===== src/rtl/bitu_pkg.sv =====
package bitu_pkg;

    typedef enum logic [2:0] {
        OP_AND   = 3'd0,
        OP_OR    = 3'd1,
        OP_XOR   = 3'd2,
        OP_CMP   = 3'd3,
        OP_FLIP  = 3'd4,
        OP_SET   = 3'd5,
        OP_CLR   = 3'd6,
        OP_RSV   = 3'd7
    } bitu_op_e;

    typedef enum logic {
        ST_IDLE = 1'b0,
        ST_DONE = 1'b1
    } bitu_state_e;

endpackage


===== src/rtl/bitu_pick.sv =====
module bitu_pick #(
    parameter int W  = 8,
    parameter int IW = 3
) (
    input  logic [W-1:0]  vec,
    input  logic [IW-1:0] idx,
    output logic          bit_out
);

    always_comb begin
        bit_out = 1'b0;
        for (int i = 0; i < W; i++) begin
            if (idx == IW'(i)) begin
                bit_out = vec[i];
            end
        end
    end

endmodule


===== src/rtl/bitu_place.sv =====
module bitu_place #(
    parameter int W  = 8,
    parameter int IW = 3
) (
    input  logic [W-1:0]  vec,
    input  logic [IW-1:0] idx,
    input  logic          bit_in,
    output logic [W-1:0]  vec_out
);

    for (genvar g = 0; g < W; g++) begin : g_lane
        assign vec_out[g] = (idx == IW'(g)) ? bit_in : vec[g];
    end

endmodule


===== src/rtl/bitu_alu.sv =====
module bitu_alu
    import bitu_pkg::*;
#(
    parameter int W  = 8,
    parameter int IW = 3
) (
    input  logic [W-1:0]  dst,
    input  logic [W-1:0]  src,
    input  logic [IW-1:0] idx,
    input  bitu_op_e      op,
    input  logic          dir,
    output logic [W-1:0]  res,
    output logic          res_we,
    output logic          flag_we,
    output logic          z
);

    logic          dst_sel;
    logic          src_sel;
    logic          lhs;
    logic          rhs;
    logic          new_bit;
    logic [IW-1:0] tgt;
    logic [W-1:0]  placed;
    logic          use_placed;

    bitu_pick #(.W(W), .IW(IW)) u_pick_dst (.vec(dst), .idx(idx), .bit_out(dst_sel));
    bitu_pick #(.W(W), .IW(IW)) u_pick_src (.vec(src), .idx(idx), .bit_out(src_sel));

    // pairing chosen by direction
    assign lhs = dir ? dst_sel : dst[0];
    assign rhs = dir ? src[0]  : src_sel;

    bitu_place #(.W(W), .IW(IW)) u_place (
        .vec    (dst),
        .idx    (tgt),
        .bit_in (new_bit),
        .vec_out(placed)
    );

    always_comb begin
        tgt        = dir ? idx : '0;
        new_bit    = 1'b0;
        use_placed = 1'b0;
        res_we     = 1'b0;
        flag_we    = 1'b0;
        z          = 1'b0;
        unique case (op)
            OP_AND, OP_OR, OP_XOR: begin
                if (op == OP_AND)      new_bit = lhs & rhs;
                else if (op == OP_OR)  new_bit = lhs | rhs;
                else                   new_bit = lhs ^ rhs;
                use_placed = 1'b1;
                res_we     = 1'b1;
                flag_we    = 1'b1;
                z          = ~new_bit;
            end
            OP_CMP: begin
                flag_we = 1'b1;
                z       = (lhs == rhs);
            end
            OP_FLIP: begin
                tgt        = idx;
                new_bit    = ~dst_sel;
                use_placed = 1'b1;
                res_we     = 1'b1;
                flag_we    = 1'b1;
                z          = dst_sel;
            end
            OP_SET, OP_CLR: begin
                tgt        = idx;
                new_bit    = (op == OP_SET);
                use_placed = 1'b1;
                res_we     = 1'b1;
            end
            default: begin
                // reserved code: nothing written
            end
        endcase
        res = use_placed ? placed : dst;
    end

endmodule


===== src/rtl/bitu_top.sv =====
module bitu_top
    import bitu_pkg::*;
#(
    parameter int W  = 8,
    parameter int IW = (W > 1) ? $clog2(W) : 1
) (
    input  logic          clk,
    input  logic          rst_n,
    input  logic          start,
    input  logic [2:0]    op,
    input  logic          dir,
    input  logic [IW-1:0] bit_idx,
    input  logic [W-1:0]  dst_in,
    input  logic [W-1:0]  src_in,
    output logic          done,
    output logic [W-1:0]  result,
    output logic          result_we,
    output logic          flags_we,
    output logic          z_flag,
    output logic          s_flag,
    output logic          v_flag
);

    bitu_state_e state_q;
    bitu_state_e state_d;

    logic [W-1:0] alu_res;
    logic         alu_res_we;
    logic         alu_flag_we;
    logic         alu_z;

    logic [W-1:0] res_q;
    logic         res_we_q;
    logic         flag_we_q;
    logic         z_q;

    bitu_alu #(.W(W), .IW(IW)) u_alu (
        .dst    (dst_in),
        .src    (src_in),
        .idx    (bit_idx),
        .op     (bitu_op_e'(op)),
        .dir    (dir),
        .res    (alu_res),
        .res_we (alu_res_we),
        .flag_we(alu_flag_we),
        .z      (alu_z)
    );

    // transitions: T_ACCEPT, T_CHAIN, T_RETIRE
    always_comb begin
        state_d = state_q;
        unique case (state_q)
            ST_IDLE: state_d = start ? ST_DONE : ST_IDLE;
            ST_DONE: state_d = start ? ST_DONE : ST_IDLE;
            default: state_d = ST_IDLE;
        endcase
    end

    always_ff @(posedge clk or negedge rst_n) begin
        if (!rst_n) state_q <= ST_IDLE;
        else        state_q <= state_d;
    end

    always_ff @(posedge clk or negedge rst_n) begin
        if (!rst_n) begin
            res_q     <= '0;
            res_we_q  <= 1'b0;
            flag_we_q <= 1'b0;
            z_q       <= 1'b0;
        end else if (start) begin
            res_q     <= alu_res;
            res_we_q  <= alu_res_we;
            flag_we_q <= alu_flag_we;
            z_q       <= alu_z;
        end
    end

    assign done      = (state_q == ST_DONE);
    assign result    = res_q;
    assign result_we = res_we_q & done;
    assign flags_we  = flag_we_q & done;
    assign z_flag    = z_q;
    assign s_flag    = 1'b0;
    assign v_flag    = 1'b0;

endmodule


===== config.mk =====
export PLATFORM = sky130hd
export DESIGN_NAME = bitu_top
export DESIGN_NICKNAME = d
export VERILOG_FILES = /design/src/rtl/bitu_pkg.sv /design/src/rtl/bitu_pick.sv /design/src/rtl/bitu_place.sv /design/src/rtl/bitu_alu.sv /design/src/rtl/bitu_top.sv
export SDC_FILE = /design/constraint.sdc
export NUM_CORES = 1
export LEC_CHECK = 0
export BUFFER_PORTS_ARGS = -buffer_cell sky130_fd_sc_hd__buf_2
export CAP_MARGIN = 5
export CORE_MARGIN = 5
export CORE_UTILIZATION = 40
export CTS_CLUSTER_DIAMETER = 30
export DETAILED_ROUTE_END_ITERATION = 6
export PLACE_DENSITY = 0.66
export SLEW_MARGIN = 30
export SYNTH_ARGS = -nofsm -noshare
export SYNTH_HDL_FRONTEND = slang
export SYNTH_HIERARCHICAL = 1
export SYNTH_SLANG_ARGS = --single-unit

===== constraint.sdc =====
create_clock -name clk -period 1.06 [get_ports clk]
set_clock_uncertainty 0.2 [all_clocks]
set_input_delay 0 -clock clk [delete_from_list [all_inputs] [get_ports clk]]
set_output_delay 0 -clock clk [all_outputs]
set_load 0.01 [all_outputs]

==> flow_summary.toml <==
[run_status]
run_status = "complete, but fails checks"
failed_checks = "negative hold slack, negative setup slack"

[layout]
n_antenna_cell = 0
regArea_um2 = 300.3
flow.area_growth_from_synthesis_pct = 51.57
layout.core_utilization = 0.6354
final.fill_count = 215
drive_above_1_share = 0.7063
multi_input_comb_area_um2 = 790.8
fin_nets = 172

[worst_setup_path]
critPathLaunchType = "primary input"
worstPathMaxFanout = 8
timing.critical_path.buf_inv = 3
cell_class_contributing_the_biggest_share_of_worst_path_delay = "multiplexers"
cp.required_ps = 1020
worst-setup-path-type = "primary input to register"
critical_path.most_common_cell = "mux2_4"
critical_path.max_stage_delay_ps = 480
timing.critical_path.cells = "buf_12 -> mux4_2 -> mux2_4 -> mux2i_2 -> inv_1 -> ha_2 -> inv_2 -> mux2i_4 -> a211o_4 -> mux2_4 -> mux2_4 -> mux2_4"
endpoint_kind = "register"
critPathArrivalTime_ps = 2580
cpMaxStageDelayCell = "mux4_2"

[grt]
grt_antenna_before_repair = 0
grt_pass1_vias = 969
gr-usage-all-layers = 0.1518
grt_overflow = 0
grt_pass1_wl_um = 4222
grt_start_max_net_pins = 13

[yosys]
synth-edff-count = 0
post-synth-top-count-cell = "mux2_2"
synth_largest_type_area_fraction = 0.2892
ys_async_sr_fraction = 1.000
synth-main-ff-cell = "dfrtp_1"
yosysSeqAreaShare = 0.2892
syn_area_mm2 = 0.001038
synth.cells.most_frequent = "19 x mux2_2, 12 x dfrtp_1, 10 x mux2_4"
postSynthCellCount = 84
netlist_top_cells_area = "dfrtp_1 29%, mux2_2 21%, mux2_4 14%, mux4_1 10%, nor3b_1 3.6%"
yosys_register_bits = 12
yosys.cell_types.count = 25
yosysWarningCount = 6
post_synth.cell_area_avg_um2 = 12.36
synthDominantAreaCellType = "dfrtp_1"

[timing]
finalMaxSlewViolations = 0
finalSetupTns_ps = -13920
rsz0062_at_grt = "yes"
final_hold_viol_count = 20
relSlewSlack = 0.6634
maxClockFrequency_mhz = 381.4
period_share = 2.474
holdWs_ps = -77.44
tightest_slew_ps = 503.9
fin_ws_ps = -1562
finalWorstPathRequiredPeriod_ps = 2622
timing.final.setup_violations = 13

[floorplan]
io_pins = 40
die_height_um = 60.96
die_w_um = 60.96
std_cell_rows = 18
placeable_area_mm2 = 0.002477
floorplan.initialDensity = 0.4192
fp.dieArea_mm2 = 0.003716

[power_and_ir_drop]
power.total_mw = 1.667
ratio_of_total_power_to_cell_area_mw_per_mm2 = 1059
ir_worst_vdd_uv = 1127
p_leak_nw = 0.7776

[clock_network]
clock_latency_ps = 280
tritoncts_clock_tree = "yes"
cts_max_level = 1
clock_sinks = 12
cts.clk_slew.worst_paths_ps = 80
root_buffer = "clkbuf_4"
total_cts_buffers = 3
cts_buffer_depth = 2

[detailed_routing]
via_count = 872
detail_route.vias_per_cell = 5.040
detail_route.first_pass.iterations = 3
final_wl_um = 2551
final_antenna_net_count = 0
drc_errors = 0
wire_per_inst_um = 14.75
drt_first_iter_violations = 5

[worst_hold_path]
hold_class = "primary input to asynchronous set/reset pin"

[place]
io_buffer_count = 37
hpwl_um = 1883
finalWeightedCongestion = 0.7556

[flow_run]
drv_cap = 0
-- worst register-to-register path, delay by kind of cell, from the launching register on --
family / cells / cell delay [ps]
flip-flops: 1 / 390
buffers and inverters: 1 / 110
multiplexers: 1 / 250
-- cells by family (layout without fill, tap and decap cells) --
logic type | after synthesis | after routing | share of synthesized area
muxes | 36 | 36 | 0.4807
AOI/OAI and AO/OA | 5 | 5 | 0.03132
and+or+nand+nor | 21 | 21 | 0.1301
DFF | 12 | 12 | 0.2892
other | 1 | 2 | 0.003611
adders and majority gates | 2 | 2 | 0.02409
buffers and inverters | 7 | 65 | 0.04095
-- final timing paths --
kind	end	startpoint	slack, ps	cells after the start
worst min register to register	result[4]	result[4]	310	1
max in group asynchronous	result[7]	rst_n	520	2
worst max-delay path	result[6]	bit_idx[0]	-1560	12
worst max register to register	res_we_q	res_we_q	0	2
min in group clk	result[7]	dst_in[7]	-70	3
worst min-delay path	result[3]	rst_n	-80	2
-- state kept, by name, summed over array words and instances, names as in the netlist --
| signal | cells |
|---|---|
| z_flag | 1 |
| result | 8 |
| res_we_q | 1 |
| done | 1 |
| flag_we_q | 1 |
-- cells in the final DEF (no fill, tap or decap), types with 2 or more instances in the layout --
master | synthesis | routed
mux2_4 | 10 | 24
buf_12 | 0 | 2
nor3_1 | 2 | 2
mux2i_4 | 0 | 2
nor2b_1 | 4 | 4
and2_1 | 2 | 2
buf_6 | 1 | 6
nor2_1 | 2 | 2
mux4_2 | 0 | 4
nor3b_1 | 5 | 5
inv_1 | 3 | 2
dfrtp_1 | 12 | 12
conb_1 | 1 | 2
mux2_2 | 19 | 5
clkbuf_4 | 0 | 3
dlygate4sd3_1 | 0 | 2
nand3b_1 | 3 | 3
buf_2 | 1 | 36
buf_4 | 2 | 12
-- metal layers --
| metal | share of wire | track usage | vias to the layer above |
|---|---|---|---|
| met4 | 0.0039 | 0.01858 | 0 |
| met1 | 0.40 | 0.1745 | 418 |
| li1 | - | - | 430 |
| met3 | 0.047 | 0.04255 | 2 |
| met5 | 0 | 0 | - |
| met2 | 0.55 | 0.2855 | 22 |
-- final cells by class --
| type | count | area share |
|---|---|---|
| inverters | 3 | 0.007154 |
| multi-input cells | 66 | 0.5024 |
| repair buffers | 58 | 0.2528 |
| well taps | 30 | 0.02385 |
| flip-flops and latches | 12 | 0.1908 |
| clock buffers | 4 | 0.02305 |
-- where the power goes --
group | internal [mW] | switching, mW
Combinational | 0.457 | 0.286
Clock | 0.209 | 0.161
Sequential | 0.520 | 0.0329
-- what timing repair did --
action | in CTS | in global routing
gates resized for setup | 15 | 8
endpoints found under the hold margin | 22 | 21
hold buffers | 2 | 1
pin swaps | 3 | 5
setup endpoints to repair | 11 | 14
setup buffers | 7 | 0
-- metrics by stage --
step	setup WS (ps)	cells	instance area [um2]
6_report	-1562	173	1574
5_1_grt	-1610	173	1574
4_1_cts	-1593	173	1526
3_5_place_dp	-1974	161	1373
3_3_place_gp	-1913	161	1373
2_1_floorplan	-1590	85	1071
Power figures use the tool's default switching activity.
